$ cat src/rtl/pmt_pkg.sv
package pmt_pkg;
  localparam int PRE_W  = 4;
  localparam int POST_W = 4;

  localparam logic [1:0] ADDR_CNT = 2'd0;
  localparam logic [1:0] ADDR_PER = 2'd1;
  localparam logic [1:0] ADDR_CTL = 2'd2;

  typedef struct packed {
    logic [POST_W-1:0] post;
    logic              run;
    logic [1:0]        pre;
  } ctl_t;

  localparam int CTL_W = $bits(ctl_t);

  // last prescaler state before a prescaled tick: divide-by-(value+1)
  function automatic logic [PRE_W-1:0] pre_last(input logic [1:0] sel);
    case (sel)
      2'b00:   return PRE_W'(0);
      2'b01:   return PRE_W'(3);
      default: return PRE_W'(15);
    endcase
  endfunction
endpackage

$ cat src/rtl/pmt_prescaler.sv
module pmt_prescaler import pmt_pkg::*; (
  input  logic             clk,
  input  logic             rst_n,
  input  logic             clr_i,
  input  logic             run_i,
  input  logic [1:0]       sel_i,
  output logic             ptick_o,
  output logic [PRE_W-1:0] cnt_o
);
  logic [PRE_W-1:0] cnt_q;
  logic             at_last;

  assign at_last = (cnt_q == pre_last(sel_i));
  assign ptick_o = run_i && !clr_i && at_last;
  assign cnt_o   = cnt_q;

  always_ff @(posedge clk or negedge rst_n) begin
    if (!rst_n)      cnt_q <= '0;
    else if (clr_i)  cnt_q <= '0;
    else if (run_i)  cnt_q <= at_last ? '0 : cnt_q + 1'b1;
  end
endmodule

$ cat src/rtl/pmt_counter.sv
module pmt_counter #(
  parameter int W = 8
) (
  input  logic         clk,
  input  logic         rst_n,
  input  logic         wr_i,
  input  logic [W-1:0] wdata_i,
  input  logic         step_i,
  input  logic [W-1:0] period_i,
  output logic [W-1:0] cnt_o,
  output logic         hit_o
);
  logic [W-1:0] cnt_q;

  assign hit_o = step_i && !wr_i && (cnt_q == period_i);
  assign cnt_o = cnt_q;

  always_ff @(posedge clk or negedge rst_n) begin
    if (!rst_n)       cnt_q <= '0;
    else if (wr_i)    cnt_q <= wdata_i;
    else if (step_i)  cnt_q <= (cnt_q == period_i) ? '0 : cnt_q + 1'b1;
  end
endmodule

$ cat src/rtl/pmt_postscaler.sv
module pmt_postscaler import pmt_pkg::*; (
  input  logic              clk,
  input  logic              rst_n,
  input  logic              clr_i,
  input  logic              match_i,
  input  logic [POST_W-1:0] ratio_i,
  output logic              evt_o,
  output logic [POST_W-1:0] cnt_o
);
  logic [POST_W-1:0] cnt_q;
  logic              at_last;

  assign at_last = (cnt_q == ratio_i);
  assign evt_o   = match_i && !clr_i && at_last;
  assign cnt_o   = cnt_q;

  always_ff @(posedge clk or negedge rst_n) begin
    if (!rst_n)        cnt_q <= '0;
    else if (clr_i)    cnt_q <= '0;
    else if (match_i)  cnt_q <= at_last ? '0 : cnt_q + 1'b1;
  end
endmodule

$ cat src/rtl/pmt_timer.sv
module pmt_timer import pmt_pkg::*; #(
  parameter int               CNT_W      = 8,
  parameter logic [CNT_W-1:0] PERIOD_RST = '1
) (
  input  logic             clk,
  input  logic             rst_n,
  input  logic             tick_i,
  input  logic             bus_wr_i,
  input  logic [1:0]       bus_addr_i,
  input  logic [CNT_W-1:0] bus_wdata_i,
  output logic [CNT_W-1:0] bus_rdata_o,
  input  logic             irq_en_i,
  input  logic             flag_clr_i,
  output logic             match_o,
  output logic             flag_o,
  output logic             irq_o
);
  ctl_t              ctl_q;
  logic [CNT_W-1:0]  period_q;
  logic [CNT_W-1:0]  cnt_q;
  logic              flag_q;
  logic              match_q;

  // named internal events
  logic              wr_cnt, wr_per, wr_ctl;
  logic              scale_clr;
  logic              run_on;
  logic              ptick;
  logic              hit;
  logic              post_evt;
  logic [PRE_W-1:0]  pre_cnt;
  logic [POST_W-1:0] post_cnt;

  assign wr_cnt    = bus_wr_i && (bus_addr_i == ADDR_CNT);
  assign wr_per    = bus_wr_i && (bus_addr_i == ADDR_PER);
  assign wr_ctl    = bus_wr_i && (bus_addr_i == ADDR_CTL);
  assign scale_clr = wr_cnt || wr_ctl;
  assign run_on    = ctl_q.run;

  pmt_prescaler u_pre (
    .clk     (clk),
    .rst_n   (rst_n),
    .clr_i   (scale_clr),
    .run_i   (run_on && tick_i),
    .sel_i   (ctl_q.pre),
    .ptick_o (ptick),
    .cnt_o   (pre_cnt)
  );

  pmt_counter #(.W(CNT_W)) u_cnt (
    .clk      (clk),
    .rst_n    (rst_n),
    .wr_i     (wr_cnt),
    .wdata_i  (bus_wdata_i),
    .step_i   (ptick),
    .period_i (period_q),
    .cnt_o    (cnt_q),
    .hit_o    (hit)
  );

  pmt_postscaler u_post (
    .clk     (clk),
    .rst_n   (rst_n),
    .clr_i   (scale_clr),
    .match_i (hit),
    .ratio_i (ctl_q.post),
    .evt_o   (post_evt),
    .cnt_o   (post_cnt)
  );

  always_ff @(posedge clk or negedge rst_n) begin
    if (!rst_n) begin
      ctl_q    <= '0;
      period_q <= PERIOD_RST;
      flag_q   <= 1'b0;
      match_q  <= 1'b0;
    end else begin
      if (wr_ctl) ctl_q    <= ctl_t'(bus_wdata_i[CTL_W-1:0]);
      if (wr_per) period_q <= bus_wdata_i;
      if (post_evt)        flag_q <= 1'b1;
      else if (flag_clr_i) flag_q <= 1'b0;
      match_q <= hit;
    end
  end

  always_comb begin
    case (bus_addr_i)
      ADDR_CNT: bus_rdata_o = cnt_q;
      ADDR_PER: bus_rdata_o = period_q;
      ADDR_CTL: bus_rdata_o = CNT_W'(ctl_q);
      default:  bus_rdata_o = '0;
    endcase
  end

  assign match_o = match_q;
  assign flag_o  = flag_q;
  assign irq_o   = flag_q && irq_en_i;
endmodule

$ cat config.mk
export PLATFORM = sky130hd
export DESIGN_NAME = pmt_timer
export DESIGN_NICKNAME = d
export VERILOG_FILES = /design/src/rtl/pmt_pkg.sv /design/src/rtl/pmt_prescaler.sv /design/src/rtl/pmt_counter.sv /design/src/rtl/pmt_postscaler.sv /design/src/rtl/pmt_timer.sv
export SDC_FILE = /design/constraint.sdc
export NUM_CORES = 1
export LEC_CHECK = 0
export BUFFER_PORTS_ARGS = -buffer_cell sky130_fd_sc_hd__clkbuf_2
export CAP_MARGIN = 20
export CORE_AREA = 3 3 81 99
export DETAILED_ROUTE_END_ITERATION = 12
export DIE_AREA = 0 0 84 102
export GPL_TIMING_DRIVEN = 0
export PLACE_DENSITY = 0.56
export SLEW_MARGIN = 20
export SYNTH_ARGS = -nofsm -noshare
export SYNTH_HDL_FRONTEND = slang
export SYNTH_HIERARCHICAL = 1
export SYNTH_SLANG_ARGS = --single-unit
$ cat constraint.sdc
create_clock -name clk -period 2.5 [get_ports clk]
set_input_delay 0.25 -clock clk [delete_from_list [all_inputs] [get_ports clk]]
set_output_delay 0.25 -clock clk [all_outputs]
set_load 0.05 [all_outputs]
Yosys cells after proc, flatten, opt, wreduce, memory -nomap -nowiden
Cells that the tools add are included.
{"block": "classes", "addsub": 3, "eq_ne": 6, "mux": 13, "n_reduce_logical": 20}
{"cell": "2-to-1 mux 4 bit", "n": 6}
{"cell": "2-to-1 mux 8 bit", "n": 3}
{"cell": "one-hot mux 8 bit (3 select lines)", "n": 1}
{"cell": "logical AND 1 bit", "n": 11}
{"cell": "adder 4 x 1 -> 4 bit (second input constant)", "n": 2}
{"cell": "adder 8 x 1 -> 8 bit (second input constant)", "n": 1}
{"cell": "equality test 4 bit", "n": 2}
{"cell": "equality test 8 bit", "n": 1}
{"cell": "one-hot mux 4 bit (2 select lines)", "n": 1}
{"cell": "nonzero test 2 bit", "n": 4}
{"cell": "equality test 2 x 1 -> 1 bit (second input constant)", "n": 2}
{"cell": "zero test 2 bit", "n": 2}
{"cell": "equality test 2 bit (second input constant)", "n": 1}
{"cell": "zero test 1 bit", "n": 2}
{"cell": "2-to-1 mux 1 bit", "n": 2}
{"cell": "logical OR 1 bit", "n": 1}
{"block": "word_totals", "regBits": 33, "output_inout_bits": 11}

Logic depth before layout (Yosys ltp)
Gate-level depths: netlist of the first run.
{"block": "depth", "ltp_word": 11, "mapped_depth": 12, "mapped_depth_nobuf": 9}

Hierarchy
Netlist of the first run, hierarchy kept.
{"module": "pmt_timer", "n_inst": 1, "cells_per_inst": 60, "area_per_inst_um2": 859.6, "seq_area_each_um2": 435.4}
{"module": "pmt_counter", "n_inst": 1, "cells_per_inst": 77, "area_per_inst_um2": 658.1, "seq_area_each_um2": 200.2}
{"module": "pmt_postscaler", "n_inst": 1, "cells_per_inst": 28, "area_per_inst_um2": 281.5, "seq_area_each_um2": 100.1}
{"module": "pmt_prescaler", "n_inst": 1, "cells_per_inst": 29, "area_per_inst_um2": 255.2, "seq_area_each_um2": 100.1}

Worst setup path before layout of the first run
No wires, ideal clock.
{"block": "synth_path", "kind": "register to register", "from": "reg ctl_q[1] in the netlist's numbering", "to": "reg u_post.cnt_q[2] (netlist: u_post/cnt_o[2])", "setup_time_ns": 0.101, "arrival_ns": 2.152, "setup_slack_ns": 0.247, "stages_incl_launch_ff": 11, "n_path_buf": 2, "path_cell_list": "dfrtp_1 -> nor3_1 -> o21ai_1 -> a21oi_1 -> buf_4 -> inv_1 -> nor4_1 -> buf_2 -> nand2_1 -> mux2_2 -> o32ai_1"}
{"block": "synth_between", "elab_chain_cells": 7, "word_cells_on_any_way": 8}
{"item": "from (decl)", "line": "pmt_timer.sv:18", "text": "ctl_t ctl_q;"}
{"item": "from (signal assigned)", "line": "pmt_timer.sv:78", "text": "if (wr_ctl) ctl_q <= ctl_t'(bus_wdata_i[CTL_W-1:0]);"}
{"item": "equality test 2 x 1 -> 1 bit / zero test 2 bit (equally long branches)", "line": "pmt_pkg.sv:19", "text": "case (sel)"}
{"item": "one-hot mux 4 bit (2 select lines) (*)", "line": "pmt_pkg.sv:19"}
{"item": "equality test 4 bit (*)", "line": "pmt_prescaler.sv:13", "text": "assign at_last = (cnt_q == pre_last(sel_i));"}
{"item": "logical AND 1 bit (*)", "line": "pmt_prescaler.sv:14", "text": "assign ptick_o = run_i && !clr_i && at_last;"}
{"item": "net ptick", "line": "pmt_timer.sv:28", "text": "logic ptick;"}
{"item": "logical AND 1 bit (*) (2 in series)", "line": "pmt_counter.sv:15", "text": "assign hit_o = step_i && !wr_i && (cnt_q == period_i);"}
{"item": "net hit", "line": "pmt_timer.sv:29", "text": "logic hit;"}
{"item": "nonzero test 2 bit (no source line) (*)"}
{"item": "to (signal assigned)", "line": "pmt_postscaler.sv:20", "text": "else if (match_i) cnt_q <= at_last ? '0 : cnt_q + 1'b1;"}
{"item": "to (decl)", "line": "pmt_postscaler.sv:10", "text": "logic [POST_W-1:0] cnt_q;"}
Mark *: on every way through the listed nets, which the timed path passes. The rest lies on a longest branch.
A chain may end at the register's enable or synchronous reset.

Worst setup path in the final report of the first run
Ends and elaborated chain as after synthesis.

==> impl_metrics.ini, run 1 <==
[yosys]
synth_nets = 213
syn_area_per_cell_um2 = 10.59
synthSimpleGateAreaFrac_pct = 21.07
muxShareOfSynthArea_pct = 13.64
synth_cells = 194
synthDistinctLibCells = 49
syn-cell-area_mm2 = 0.002054
ys_seq_area_share_pct = 40.68
synth_edf_count = 0
ys_ff_latch = 33
synthArstFlopShare_pct = 100.0
ys.warnings.count = 6
synth_top_family_by_area = simple AND/OR/NAND/NOR gates
synthFlopType = dfrtp_1
yosys.area_share.xor_xnor_pct = 5.542
synth_compound_area_share_pct = 14.13
synthAdderAreaFrac_pct = 1.827

[critical_path]
r2r_setup_slack_ps = 160
reg2regPathDepth = 10
required_ps = 2690
crit_family = compound AO/OA/AOI/OAI gates
critPathCaptureType = flip-flop
path_buf_inv = 3
max_stage_delay_ps = 450
cp-start-kind = flip-flop
worstPathArrival_ps = 2530
worst_path_max_delay_cell = dfrtp_2
reg2reg_from = ctl_q[1]$_DFFE_PN0P_
path_cells = nor3_2 > o21ai_1 > a21oi_2 > buf_6 > clkinvlp_4 > nor4_4 > buf_6 > nand2_1 > mux2_2 > o32ai_1
crit_type = flip-flop to flip-flop
crit_path_max_fanout = 8
path_common_cell = buf_6
r2r-end = u_post/cnt_o[2]$_DFFE_PN0P_

[route]
drt_pre_antenna_iters = 4
drc = 0
wirelength_mm = 4.945
routedWlPerCell_um = 15.31
postRouteAntennaNets = 0
via_count = 1611
drt-initial-drc-count = 90
drt-vias-per-instance = 4.988

[finish]
seq_area_um2 = 838.3
final_core_util_pct = 34.69
fillers = 737
drive_above_1_share_pct = 36.48
area_growth_pct = 21.38
nets = 251
layout_common_cells = 26 x clkbuf_2, 23 x dfrtp_1, 16 x mux2_2
final_common_cell = clkbuf_2
multi_input_comb_area_mm2 = 0.001181
final-instance-count-excl-fill = 323
final_area_mm2 = 0.002494
num_antenna_cells = 0

[sta]
tightestPinTransition_ps = 872.2
hold_viol_final = 0
fin_ws_ps = 164.5
layout_min_cycle_time_ps = 2336
skew_ps = 8.537
rsz0062_at_grt = no
fin_worst_hold_slack_ps = 75.07
finalMaxSlewViolations = 0
setup_violations = 0
fmax_mhz = 428.2
finalCritPeriodShare_pct = 93.42
slew_headroom_pct = 41.85

[die]
start_util_pct = 28.58
dieArea_mm2 = 0.008568
die_h_um = 102
coreArea_mm2 = 0.007189
ios = 27
rows = 34
die_x_um = 84

[clocking]
cts_root_buffer = clkbuf_8
cts_tree = done
cts-buffers-inserted = 5
htree_levels = 2
clk_pin_slew_ps = 70
cts_max_path_buffers = 2
clkSinkCount = 33
cts_hold_buf = 0
clock_latency_ps = 280

[placed_design]
hpwl_mm = 3.657
placed_cells = 310
finalWeightedCongestion = 0.7594
dpl_cell_area_mm2 = 0.002297
place_ws_ps = -418.3
numPortBuffers = 26

[grt]
grt_pass1_vias = 1585
antenna_found_initial = 0
grt_start_max_net_pins = 34
grt_pass1_wl_mm = 8.052
grt_usage_pct = 11.91
grt_remaining_overflow = 0

[power_and_ir_drop]
leakage_nw = 1.093
power_density_mw_per_mm2 = 777.1
vdd_drop_max_mv = 0.2319

[min_path]
hold_path.class = input pin to asynchronous set/reset pin

[flow_run]
drv_cap = 0

[outcome]
outcome = completed
where the power goes:
| part | switching (mW) | internal [mW] | total (mW) |
|---|---|---|---|
| combinational | 0.357 | 0.280 | 0.637 |
| sequential | 0.130 | 0.649 | 0.779 |
| clock | 0.197 | 0.325 | 0.522 |
cell usage after synthesis (all sizes together), types with 2 or more instances:
cell type | n | share of area (%)
nand4 | 3 | 1.5
dfrtp | 25 | 30
xor2 | 5 | 2.1
dfstp | 8 | 10
o22ai | 7 | 2.1
nand3b | 3 | 2.3
a21oi | 7 | 1.7
nor3b | 2 | 0.73
o211ai | 7 | 2.6
o21ai | 2 | 0.49
inv | 4 | 0.73
and3 | 4 | 1.3
ha | 3 | 1.8
and4 | 3 | 1.3
a31oi | 2 | 0.61
nand2 | 12 | 2.2
mux2i | 10 | 4.9
nand2b | 7 | 2.1
o2bb2ai | 7 | 3.0
nor4b | 2 | 0.85
and2 | 4 | 1.3
mux2 | 16 | 8.8
nor2b | 5 | 1.5
nand3 | 2 | 0.49
o32ai | 2 | 0.85
nor3 | 3 | 0.73
nor2 | 12 | 2.2
buf | 6 | 2.2
or2b | 2 | 0.73
xnor2 | 8 | 3.4
nor4 | 2 | 0.91
worst reg2reg max path: stages, from the launching register on:
cell and delay (ps):
dfrtp_2 450, nor3_2 200, o21ai_1 130, a21oi_2 230, buf_6 140, clkinvlp_4 110
nor4_4 310, buf_6 170, nand2_1 50, mux2_2 250, o32ai_1 210
sequential cells by signal (all words and copies together), names as in the netlist:
register and count:
u_pre/cnt_o 4, ctl_q 6, period_q 8, run_on 1
flag_o 1, u_cnt/cnt_o 8, u_post/cnt_o 4, match_o 1
per-stage QoR:
stage / power [mW] / TNS, ps
after global routing: 2.066 / 0
after detailed placement: 1.410 / -1345
after floorplan: 1.242 / 0
after CTS: 1.945 / -80.78
after global placement: 1.400 / -1337
final: 1.938 / 0
worst max-delay path by stage:
stage                              start                          end  slack (ps)  cells past startpoint
floorplan           ctl_q[1]$_DFFE_PN0P_  u_post/cnt_o[2]$_DFFE_PN0P_         250                     10
global placement           bus_addr_i[0]  u_post/cnt_o[3]$_DFFE_PN0P_        -410                     11
detailed placement         bus_addr_i[0]  u_post/cnt_o[2]$_DFFE_PN0P_        -420                     13
CTS                 ctl_q[1]$_DFFE_PN0P_  u_post/cnt_o[2]$_DFFE_PN0P_         -80                     10
global route               bus_addr_i[0]  u_post/cnt_o[3]$_DFFE_PN0P_         0.5                     11
finish              ctl_q[1]$_DFFE_PN0P_  u_post/cnt_o[2]$_DFFE_PN0P_         160                     10
timing repair:
item / 4_1_cts / 5_1_grt
hold endpoints to repair: 0 / 0
setup buffers: 0 / 5
setup endpoints to repair: 5 / 2
pin swaps: 0 / 1
resized for setup: 5 / 6
kinds of logic (layout without fill, tap and decap cells):
family	Yosys count	in the layout
AND/OR/NAND/NOR	68	68
adder cells (fa/ha/maj)	3	3
XOR/XNOR	13	13
flip-flops	33	33
AO/OA/AOI/OAI	40	40
multiplexers	26	26
buffers and inverters	11	50
per-layer routing:
metal / track usage [%] / part of all wire (%) / vias to the layer above
met5: 0 / 0 / -
met1: 14.60 / 45 / 783
li1: - / - / 793
met3: 2.903 / 3.8 / 4
met2: 21.31 / 51 / 31
met4: 2.599 / 0.71 / 0
final cells by class:
type | instances | area share, %
Buffer | 7 | 2.358
Clock buffer | 7 | 3.462
Clock inverter | 1 | 1.204
Inverter | 4 | 0.7526
Multi-Input combinational cell | 150 | 47.37
Sequential cell | 33 | 33.62
Tap cell | 90 | 4.516
Timing Repair Buffer | 31 | 6.724
(Power assumes the default switching activity.)
==> run 2: changes to the inputs <==
CORE_AREA = 3 3 79 96   (was 3 3 81 99)
DIE_AREA = 0 0 82 99   (was 0 0 84 102)
SYNTH_HIERARCHICAL = not set   (was 1)
==> run 2 against run 1 <==
Clock-buffer cell count increased by 1. Worst hold slack got worse by 12 ps. Design area decreased by 8.9%. Total power decreased by 15%. Utilization decreased by 1.1 points. Synthesized cell count decreased by 2.1%. Combinational power decreased by 26%. Via count decreased by 2.2%. Critical endpoint is now u_cnt.cnt_o[7]$_DFFE_PN0P_. Critical path depth decreased by 4.
==> impl_metrics.ini, run 2 <==
[outcome]
outcome = completed

[route]
drt_pre_antenna_iters = 4
wirelength_mm = 4.613
drc = 0
drt-vias-per-instance = 5.064
postRouteAntennaNets = 0
drt-initial-drc-count = 82
routedWlPerCell_um = 14.83
via_count = 1575

[clocking]
clk_pin_slew_ps = 70
cts_resized = 0
htree_levels = 2
cts-buffers-inserted = 5
cts_root_buffer = clkbuf_8
cts_hold_buf = 0
clock_latency_ps = 290
cts_max_path_buffers = 2
postCtsSetupBuffers = 0
clkSinkCount = 33
cts_tree = done

[finish]
drive_above_1_share_pct = 30.80
area_growth_pct = 16.95
layout_common_cells = 26 x clkbuf_2, 25 x dfrtp_1, 23 x nand2_1
final-instance-count-excl-fill = 311
multi_input_comb_area_mm2 = 0.001067
nets = 242
num_antenna_cells = 0
final_common_cell = clkbuf_2
final_area_mm2 = 0.002271
seq_area_um2 = 835.8
final_core_util_pct = 33.54
fillers = 706

[sta]
setup_violations = 0
hold_viol_final = 0
finalCritPeriodShare_pct = 87.06
setup_tns_ps = 0
fin_ws_ps = 323.6
fin_worst_hold_slack_ps = 62.78
layout_min_cycle_time_ps = 2176
finalMaxSlewViolations = 0
slew_headroom_pct = 42.44
skew_ps = 11.45
fmax_mhz = 459.5
tightestPinTransition_ps = 863.4
rsz0062_at_grt = no

[yosys]
synth_edf_count = 0
yosysTopAreaCell = dfrtp_1
synthFlopType = dfrtp_1
ys_ff_latch = 33
synth_compound_area_share_pct = 13.92
yosys-top-cells-area = dfrtp_1 32%, dfstp_2 11%, mux2_2 8.7%
yosys.area_share.xor_xnor_pct = 5.863
synth_top_area_share_pct = 32.22
synthSimpleGateAreaFrac_pct = 20.43
synth_top_family_by_area = simple AND/OR/NAND/NOR gates
synth_cells = 190
syn-cell-area_mm2 = 0.001942
synth_nets = 209
synth_common_cells = 25 x dfrtp_1, 23 x nand2_1, 18 x nand3_1
synthAdderAreaFrac_pct = 1.933
synth_most_common_cell = dfrtp_1
ys_seq_area_share_pct = 43.04
synthArstFlopShare_pct = 100.0
muxShareOfSynthArea_pct = 12.82
syn_area_per_cell_um2 = 10.22
synthDistinctLibCells = 43
ys.warnings.count = 0

[grt]
grt_pass1_wl_mm = 7.748
grt_usage_pct = 12.53
grt_start_max_net_pins = 34
grt_pass1_vias = 1547
antenna_found_initial = 0
grt_remaining_overflow = 0

[die]
rows = 33
die_x_um = 82
coreArea_mm2 = 0.006771
dieArea_mm2 = 0.008118
die_h_um = 99
start_util_pct = 28.68
ios = 27

[critical_path]
crit_start = u_cnt.cnt_o[5]$_DFFE_PN0P_
endpoint = u_cnt.cnt_o[7]$_DFFE_PN0P_
crit_path_max_fanout = 10
required_ps = 2660
max_stage_delay_ps = 540
r2r-end = u_cnt.cnt_o[7]$_DFFE_PN0P_
worstPathArrival_ps = 2340
crit_type = flip-flop to flip-flop
path_cells = xor2_1 > nor4_2 > nand2_1 > clkbuf_1 > nor4b_1 > a221o_1
critPathCaptureType = flip-flop
cp.depth = 6
path_buf_inv = 1
reg2regPathDepth = 6
worst_path_max_delay_cell = nor4_2
crit_family = simple AND/OR/NAND/NOR gates
cp-start-kind = flip-flop
reg2reg_from = u_cnt.cnt_o[5]$_DFFE_PN0P_
r2r_setup_slack_ps = 320

[min_path]
hold_path.class = input pin to asynchronous set/reset pin

[placed_design]
finalWeightedCongestion = 0.7841
dpl_cell_area_mm2 = 0.002181
hpwl_mm = 3.446
placed_cells = 303
numPortBuffers = 26
place_ws_ps = 357.3

[power_and_ir_drop]
leakage_nw = 0.9662
power_density_mw_per_mm2 = 728.1
total_power_mw = 1.653
vdd_drop_max_mv = 0.2514

[flow_run]
drv_cap = 0
## run 2: cell families after synthesis
group / after synthesis
AND/OR/NAND/NOR: 71
AO/OA/AOI/OAI: 38
flip-flops: 33
multiplexers: 23
XOR/XNOR: 13
buffers and inverters: 9
adder cells (fa/ha/maj): 3
## run 2: cell type report
class,instances,area share (%)
clock buffer,8,3.967
sequential,33,36.80
inverter,4,0.6612
timing repair buffer,26,5.730
tap,87,4.793
multi-input combinational,148,47.00
buffer,5,1.047
## run 2: worst min path at each step
stage / slack (ps) / depth (start not counted) / to / start
after global routing: 120 / 1 / match_o$_DFF_PN0_ / rst_n
after global placement: 390 / 1 / u_pre.cnt_o[0]$_DFFE_PN0P_ / rst_n
after floorplan: -50 / 0 / ctl_q[0]$_DFFE_PN0P_ / rst_n
after detailed placement: 410 / 1 / u_pre.cnt_o[0]$_DFFE_PN0P_ / rst_n
final: 60 / 1 / u_cnt.cnt_o[6]$_DFFE_PN0P_ / rst_n
after CTS: 90 / 1 / u_cnt.cnt_o[6]$_DFFE_PN0P_ / rst_n
## run 2: report_power, final
group          switching (mW)  internal (mW)  total, mW  leakage [nW]
Combinational           0.282          0.189      0.471         0.516
Sequential              0.115          0.644      0.759         0.405
Clock                   0.199          0.225      0.423        0.0455
Total                   0.596           1.06       1.65         0.966
## run 2: worst reg2reg max path, cell delays in order, from the launching register on
cell,delay [ps]
dfrtp_1,440
xor2_1,190
nor4_2,540
nand2_1,140
clkbuf_1,260
nor4b_1,210
a221o_1,270
## run 2: layer usage
layer  share of wire [%]  GRT usage (%)
met2                  51          21.10
met4                 1.9          4.987
met3                 3.6          3.016
met5                   0              0
met1                  43          15.04
